$ cat config.mk
export PLATFORM = sky130hd
export DESIGN_NAME = hostwr_slave
export DESIGN_NICKNAME = d
export VERILOG_FILES = /design/src/rtl/hostwr_slave.sv
export SDC_FILE = /design/constraint.sdc
export NUM_CORES = 1
export LEC_CHECK = 0
export BUFFER_PORTS_ARGS = -buffer_cell sky130_fd_sc_hd__clkbuf_2
export CORE_MARGIN = 4
export CORE_UTILIZATION = 50
export DETAILED_ROUTE_END_ITERATION = 7
export GPL_TIMING_DRIVEN = 1
export PLACE_DENSITY = 0.71
export SETUP_SLACK_MARGIN = 0.3
export SLEW_MARGIN = 20
export SYNTH_ARGS = -nofsm -noshare
export SYNTH_HDL_FRONTEND = slang
export SYNTH_SLANG_ARGS = --single-unit
$ cat constraint.sdc
create_clock -name clk -period 6.2 [get_ports clk]
set_input_delay 0 -clock clk [delete_from_list [all_inputs] [get_ports clk]]
set_output_delay 0 -clock clk [all_outputs]
set_load 0.02 [all_outputs]
$ cat src/rtl/hostwr_slave.sv
`timescale 1ns/1ps
module hostwr_slave #(
  parameter int SYNC = 2
) (
  input  logic        clk,
  input  logic        rst_n,
  input  logic        cfg_ack_mode,
  input  logic        cfg_bus8,
  input  logic        cfg_data24,
  input  logic        h_cs_mem_n,
  input  logic        h_cs_io_n,
  input  logic        h_alatch,
  input  logic        h_wr_n,
  input  logic [15:0] h_ad,
  input  logic        h_a16,
  output logic        h_ack,
  output logic        wreq,
  input  logic        wgnt,
  output logic [16:0] waddr,
  output logic        wspace,
  output logic [23:0] wdata
);
  localparam logic [3:0] IDLE_LVL = 4'b1101;

  logic [3:0] pipe [SYNC];
  logic [3:0] prev;
  logic [3:0] cur;

  always_ff @(posedge clk or negedge rst_n) begin
    if (!rst_n) begin
      for (int i = 0; i < SYNC; i++) pipe[i] <= IDLE_LVL;
      prev <= IDLE_LVL;
    end else begin
      pipe[0] <= {h_cs_mem_n, h_cs_io_n, h_alatch, h_wr_n};
      for (int i = 1; i < SYNC; i++) pipe[i] <= pipe[i-1];
      prev <= pipe[SYNC-1];
    end
  end

  assign cur = pipe[SYNC-1];

  wire mem_sel    = !cur[3];
  wire io_sel     = !cur[2];
  wire sel        = mem_sel | io_sel;
  wire latch_fall = prev[1] & !cur[1];
  wire wr_fall    = prev[0] & !cur[0];
  wire wr_rise    = !prev[0] & cur[0];
  wire wr_act     = !cur[0];

  logic        have_addr, stall_q, ack_q;
  logic [1:0]  beat;
  logic [23:0] asm_q, asm_nxt;
  logic [16:0] addr_q;
  logic        io_q;

  wire [1:0] last_idx = cfg_bus8 ? (cfg_data24 ? 2'd3 : 2'd1) : (cfg_data24 ? 2'd1 : 2'd0);
  wire       path_free = !wreq | wgnt;
  wire       first_ok  = (beat != 2'd0) | path_free;

  always_comb begin
    asm_nxt = asm_q;
    if (cfg_bus8) begin
      case (beat)
        2'd0:    asm_nxt[7:0]   = h_ad[7:0];
        2'd1:    asm_nxt[15:8]  = h_ad[7:0];
        2'd2:    asm_nxt[23:16] = h_ad[7:0];
        default: ;
      endcase
    end else begin
      case (beat)
        2'd0:    asm_nxt[15:0]  = h_ad;
        2'd1:    asm_nxt[23:16] = h_ad[7:0];
        default: ;
      endcase
    end
    if (!cfg_data24) asm_nxt[23:16] = 8'h00;
  end

  always_ff @(posedge clk or negedge rst_n) begin
    if (!rst_n) begin
      have_addr <= 1'b0;
      beat      <= 2'd0;
      asm_q     <= '0;
      addr_q    <= '0;
      io_q      <= 1'b0;
      wreq      <= 1'b0;
      waddr     <= '0;
      wspace    <= 1'b0;
      wdata     <= '0;
    end else begin
      if (wreq && wgnt) wreq <= 1'b0;
      if (!sel) begin
        have_addr <= 1'b0;
        beat      <= 2'd0;
      end else if (latch_fall) begin
        addr_q    <= {h_a16, h_ad};
        io_q      <= !mem_sel;
        have_addr <= 1'b1;
        beat      <= 2'd0;
        asm_q     <= '0;
      end else if (wr_rise && have_addr) begin
        if (beat == last_idx) begin
          wreq      <= 1'b1;
          waddr     <= addr_q;
          wspace    <= io_q;
          wdata     <= asm_nxt;
          have_addr <= 1'b0;
          beat      <= 2'd0;
        end else begin
          asm_q <= asm_nxt;
          beat  <= beat + 2'd1;
        end
      end
    end
  end

  always_ff @(posedge clk or negedge rst_n) begin
    if (!rst_n) begin
      ack_q   <= 1'b0;
      stall_q <= 1'b0;
    end else begin
      ack_q <= sel & have_addr & wr_act & first_ok;
      if (!sel)
        stall_q <= 1'b0;
      else if (wr_fall && have_addr && beat == 2'd0 && !path_free)
        stall_q <= 1'b1;
      else if (path_free)
        stall_q <= 1'b0;
    end
  end

  assign h_ack = cfg_ack_mode ? ack_q : !stall_q;
endmodule


==> results of run 1 <==
-- registers in the layout, summed over array words and instances, names as in the netlist --
name and count:
pipe 4, waddr 17, cur 4, wspace 1, have_addr 1, asm_q 24
addr_q 17, stall_q 1, wdata 24, io_q 1, wreq 1, ack_q 1
prev 2, beat 2
-- report_power, final --
part	total (mW)	switching [mW]	internal, mW	leakage, nW
registers	0.806	0.0547	0.752	1.30
clock network	0.425	0.226	0.199	0.0957
logic	0.336	0.203	0.133	1.16
total	1.57	0.483	1.08	2.55
-- critical path: cells and delay by family, from the launching register on --
| family | cells | cell delay, ns |
|---|---|---|
| buf+inv | 1 | 0.47 |
| flops | 1 | 0.47 |
| mux | 1 | 0.37 |
| simple gates | 1 | 0.69 |
| compound gates | 1 | 0.15 |
| xor+xnor | 1 | 0.34 |
-- cell families after synthesis --
logic type / count (synthesis) / synth area share, %
and+or+nand+nor: 91 / 10.8
xor gates and xnor gates: 1 / 0.202
buffers and inverters: 21 / 2.92
DFF: 100 / 58.0
AOI/OAI and AO/OA: 55 / 10.4
adders and majority gates: 3 / 0.867
muxes: 66 / 16.8
-- metrics by stage --
stage          setup WS [ns]  hold slack (ns)  power [mW]  area (µm²)  std cells
5_1_grt                 3.32            0.144        1.65        5160        537
3_5_place_dp            3.54          -0.0321        1.15        4730        498
6_report                3.56            0.110        1.57        5160        537
2_1_floorplan           4.00           -0.296        1.01        4330        337
3_3_place_gp            3.58          -0.0366        1.14        4730        498
4_1_cts                 3.52            0.108        1.58        5160        537
-- placed cells by master, fill, tap and decap left out, drive strengths merged, types with 2 or more instances in the layout --
cell	instances
a22o	8
mux2i	16
nand2b	3
nand3b	2
a211o	2
clkinvlp	2
dlygate4sd3	23
o21ai	2
mux2	50
dfrtp	93
a32o	8
a21oi	11
nor3	5
dfstp	7
clkbuf	80
buf	5
nor2	2
nor2b	15
o2bb2ai	7
a31oi	2
nand2	56
inv	3
a21boi	2
a211oi	9
ha	3
clkinv	2
-- layer usage --
layer / part of all wire (%) / vias up / global-route usage [%] / routed length (µm)
met2: 49 / 61 / 31.8 / 4560
met5: 0 / - / 0 / 0
met4: 1.4 / 0 / 6.75 / 131
met3: 3.7 / 11 / 2.84 / 342
met1: 46 / 1494 / 27.5 / 4250
li1: - / 1381 / - / -
-- how the worst max path moves through the flow --
stage                     cells after the start   endpoint  startpoint  slack (ns)
after global routing                          5  wdata[13]     beat[1]        3.32
after global placement                        5  waddr[12]     beat[1]        3.58
after detailed placement                      5  waddr[12]     beat[1]        3.54
after floorplan                               6   wdata[6]     beat[0]        4.00
after CTS                                     5   waddr[3]     beat[1]        3.52
final                                         5   waddr[3]     beat[1]        3.56
-- repair_timing --
item | 4_1_cts | 5_1_grt
resized for setup | 0 | 0
endpoints found under the hold margin | 57 | 0
endpoints found under the setup margin | 0 | 0
setup buffers | 0 | 0
hold buffers | 23 | 0
-- cell type report --
class                      count  share of cell area (%)
sequential                   100                    48.6
timing repair buffer          97                    11.9
multi-input combinational    216                    32.8
tap                          105                    2.54
clock inverter                 5                    1.21
inverter                       3                   0.218
clock buffer                  11                    2.74
==> flow_summary.ini, run 1 <==
[synth]
synth_cell_types = 43
syn_nets = 367
synth_top_flop_cell = dfrtp_1
synth_commonest_cells = dfrtp_1, nand2_1, mux2_1
yosysMostFrequentCell = dfrtp_1
yosysTopAreaCellShare_pct = 53.7
synth_top_area_cell = dfrtp_1
synth-edff-count = 0
ys_top_cells_by_area = dfrtp_1, mux2_1, nand2_1
postSynthAreaPerCell_um2 = 12.9
yosysSeqAreaShare_pct = 58.0
syn_area_um2 = 4330
yosysWarningCount = 0
async_flop_share_pct = 100
synth_cells = 337
yosys_register_bits = 100

[sta]
period_minus_slack_ns = 2.64
relSlewSlack_pct = 36.6
worstMarginPinSlew_ns = 0.948
final_hold_viol_count = 0
finalClockSkew_ns = 0.0117
timing.final.crit_share_pct = 42.5
timing.fmax_mhz = 380
drv_slew = 0
rsz0062_at_grt = false
finalSetupTns_ns = 0
final-setup-viol-count = 0

[finish]
multi_input_area_um2 = 1690
fillers = 673
fin_util_pct = 61.9
final-seq-area_um2 = 2510
diodes = 0
final_nets = 457
layout-drive-gt1-share_pct = 26.9
area_delta_synth_final_pct = 19.2

[placed_design]
port_buffers = 70
dp_hpwl_um = 6180
place_congestion = 0.768

[global_route]
grt_max_degree = 69
gr-usage-all-layers_pct = 19.8
grt_first_pass_wirelength_um = 15800
antenna_found_initial = 0
grt_remaining_overflow = 0
grt_pass1_vias = 3068

[floorplanning]
die_area_um2 = 10200
io_pins = 71
num_rows = 33
start_util_pct = 51.9
die_width_um = 101
die_h_um = 101
core_area_um2 = 8340

[setup_path]
cp_cell_sequence = xnor2_1, a211oi_4, nor3_4, buf_4, mux2_1
rr_endpoint = waddr[3]
crit_arrival_ns = 2.88
worstSetupStartpointType = flop
cp_slowest_cell = nor3_4
rrSetupSlack_ns = 3.56
critPathMaxFanout = 26
crit_required_ns = 6.44
slowest_delay_ns = 0.69
crit_type = flop to flop
cp-end-kind = flop
r2r_cells = 5
r2r-start = beat[1]

[job]
max_cap_viol_count = 0

[clocking]
path_clk_slew_ns = 0.09
cts_buffer_depth = 2
cts.htree.levels = 3
worstSkewPairLatency_ns = 0.36
root_buffer = clkbuf_8
cts_made_buffers = 9
cts_tree = done
clock-sinks = 100

[power]
vdd_drop_max_mv = 0.161
power_density_nw_per_um2 = 303
p_leak_nw = 2.55

[drt]
avgViaCountPerCell = 5.49
vias = 2947
initialDrtViolationCount = 84
post-route-drc-count = 0
drtPass1Iterations = 4
drtAntennaViolNets = 0
routedWlPerCell_um = 17.3
finalWirelength_um = 9280

[run_status]
status = complete, no violations

[min_path]
hold_class = primary input to async pin
Power figures use the tool's default switching activity.
==> run 2: changes to the inputs <==
- PLACE_DENSITY: 0.71 -> 0.74
- clock period: 6.2 -> 2.2 ns (I/O delays scaled with it)
==> flow_summary.ini, run 2 (synthesized netlist as in run 1, its figures left out) <==
[run_status]
status = complete, no violations

[clocking]
root_buffer = clkbuf_8
worstSkewPairLatency_ns = 0.36
cts_made_buffers = 9
clock-sinks = 100
cts.htree.levels = 3
path_clk_slew_ns = 0.09
cts_tree = done
cts_buffer_depth = 2

[floorplanning]
io_pins = 71
core_area_um2 = 8340
start_util_pct = 51.9
die_area_um2 = 10200
num_rows = 33
die_width_um = 101
die_h_um = 101

[setup_path]
cp-end-kind = flop
critPathMaxFanout = 8
crit_required_ns = 2.44
cp-startpoint = beat[1]
crit_type = flop to flop
slowest_delay_ns = 0.48
cp_cell_sequence = and4bb_2, a211oi_4, buf_4, nor3_4, buf_6, clkbuf_16, mux2_4
r2r-start = beat[1]
worstSetupStartpointType = flop
cp_slowest_cell = dfrtp_2
crit_arrival_ns = 2.19

[power]
power_mw = 4.52
power_density_nw_per_um2 = 818
vdd_drop_max_mv = 0.564
p_leak_nw = 2.66

[global_route]
grt_remaining_overflow = 0
grt_first_pass_wirelength_um = 15700
grt_pass1_vias = 3156
gr-usage-all-layers_pct = 19.6
antenna_found_initial = 0
grt_max_degree = 49

[finish]
fillers = 647
top_regs = asm_q: 24 flops, wdata: 24 flops
layout_common_cells = dfrtp_1, clkbuf_2, nand2_1
layout-drive-gt1-share_pct = 36.5
fin_area_um2 = 5530
final_common_cell = dfrtp_1
area_delta_synth_final_pct = 27.7
final_nets = 473
diodes = 0
stdcell_count = 552

[placed_design]
dp.cells = 505
dp_hpwl_um = 6270
placed_area_um2 = 4820
place_congestion = 0.849
port_buffers = 70

[sta]
finalClockSkew_ns = 0.0116
drv_slew = 0
final-setup-viol-count = 0
relSlewSlack_pct = 52.3
finalSetupTns_ns = 0
timing.fmax_mhz = 512
final_hold_viol_count = 0
rsz0062_at_grt = true
worstMarginPinSlew_ns = 0.716
period_minus_slack_ns = 1.95
timing.final.crit_share_pct = 88.7

[drt]
post-route-drc-count = 0
initialDrtViolationCount = 143
wl_met1_um = 4390
avgViaCountPerCell = 5.53
finalWirelength_um = 10000
met2WireLength_um = 4970
wl_met3_um = 544
routedWlPerCell_um = 18.1
drtPass1Iterations = 4
vias = 3055
highest_layer = met4
drtAntennaViolNets = 0

[min_path]
hold_class = primary input to async pin

[job]
max_cap_viol_count = 0
-- run 2: metrics by stage --
step / util, % / setup WS (ns) / hold slack, ns
floorplan: - / 0.317 / -0.296
global placement: 57.8 / 0.173 / 0.0472
detailed placement: 57.8 / 0.0960 / 0.0529
CTS: 63.4 / 0.288 / 0.203
global route: 66.3 / 0.204 / 0.232
finish: 66.3 / 0.248 / 0.193
-- run 2: final timing paths --
path                              to  slack (ns)  cells past startpoint
max                         wdata[4]        0.25                      7
min                           cur[1]        0.19                      2
max reg2reg                 wdata[4]        0.25                      7
min reg2reg                   cur[3]        0.36                      0
max in group asynchronous    pipe[4]        1.27                      3
min in group clk           wdata[17]        0.23                      3
-- run 2: metal layers --
metal,up-vias,GRT usage [%]
li1,1408,-
met4,0,3.68
met1,1553,26.9
met2,83,32.2
met5,-,0
met3,11,4.64
-- run 2: final cells by class --
| cell class | instances | area [µm²] | share of cell area, % |
|---|---|---|---|
| sequential | 100 | 2510 | 45.5 |
| multi-input combinational | 216 | 1850 | 33.4 |
| clock inverter | 4 | 50.0 | 0.905 |
| inverter | 3 | 11.3 | 0.204 |
| clock buffer | 11 | 141 | 2.56 |
| tap | 105 | 131 | 2.38 |
| timing repair buffer | 113 | 837 | 15.1 |
-- run 2: repair_timing --
| item | CTS | global route |
|---|---|---|
| setup endpoints to repair | 54 | 53 |
| pin swaps | 0 | 3 |
| setup buffers | 1 | 5 |
| hold buffers | 23 | 0 |
| cloned | 0 | 3 |
| gates resized for setup | 3 | 37 |
| hold endpoints to repair | 66 | 0 |
-- run 2: worst max-delay path, delay by kind of cell (launching register included) --
family | cells | cell delay, ns
compound gates | 1 | 0.05
buf+inv | 3 | 0.50
flops | 1 | 0.48
mux | 1 | 0.30
simple gates | 2 | 0.49
-- run 2: power by group --
part           leakage, nW  internal [mW]  switching, mW
Combinational         1.28          0.498          0.593
Sequential            1.29           2.12          0.165
Clock               0.0914          0.550          0.598
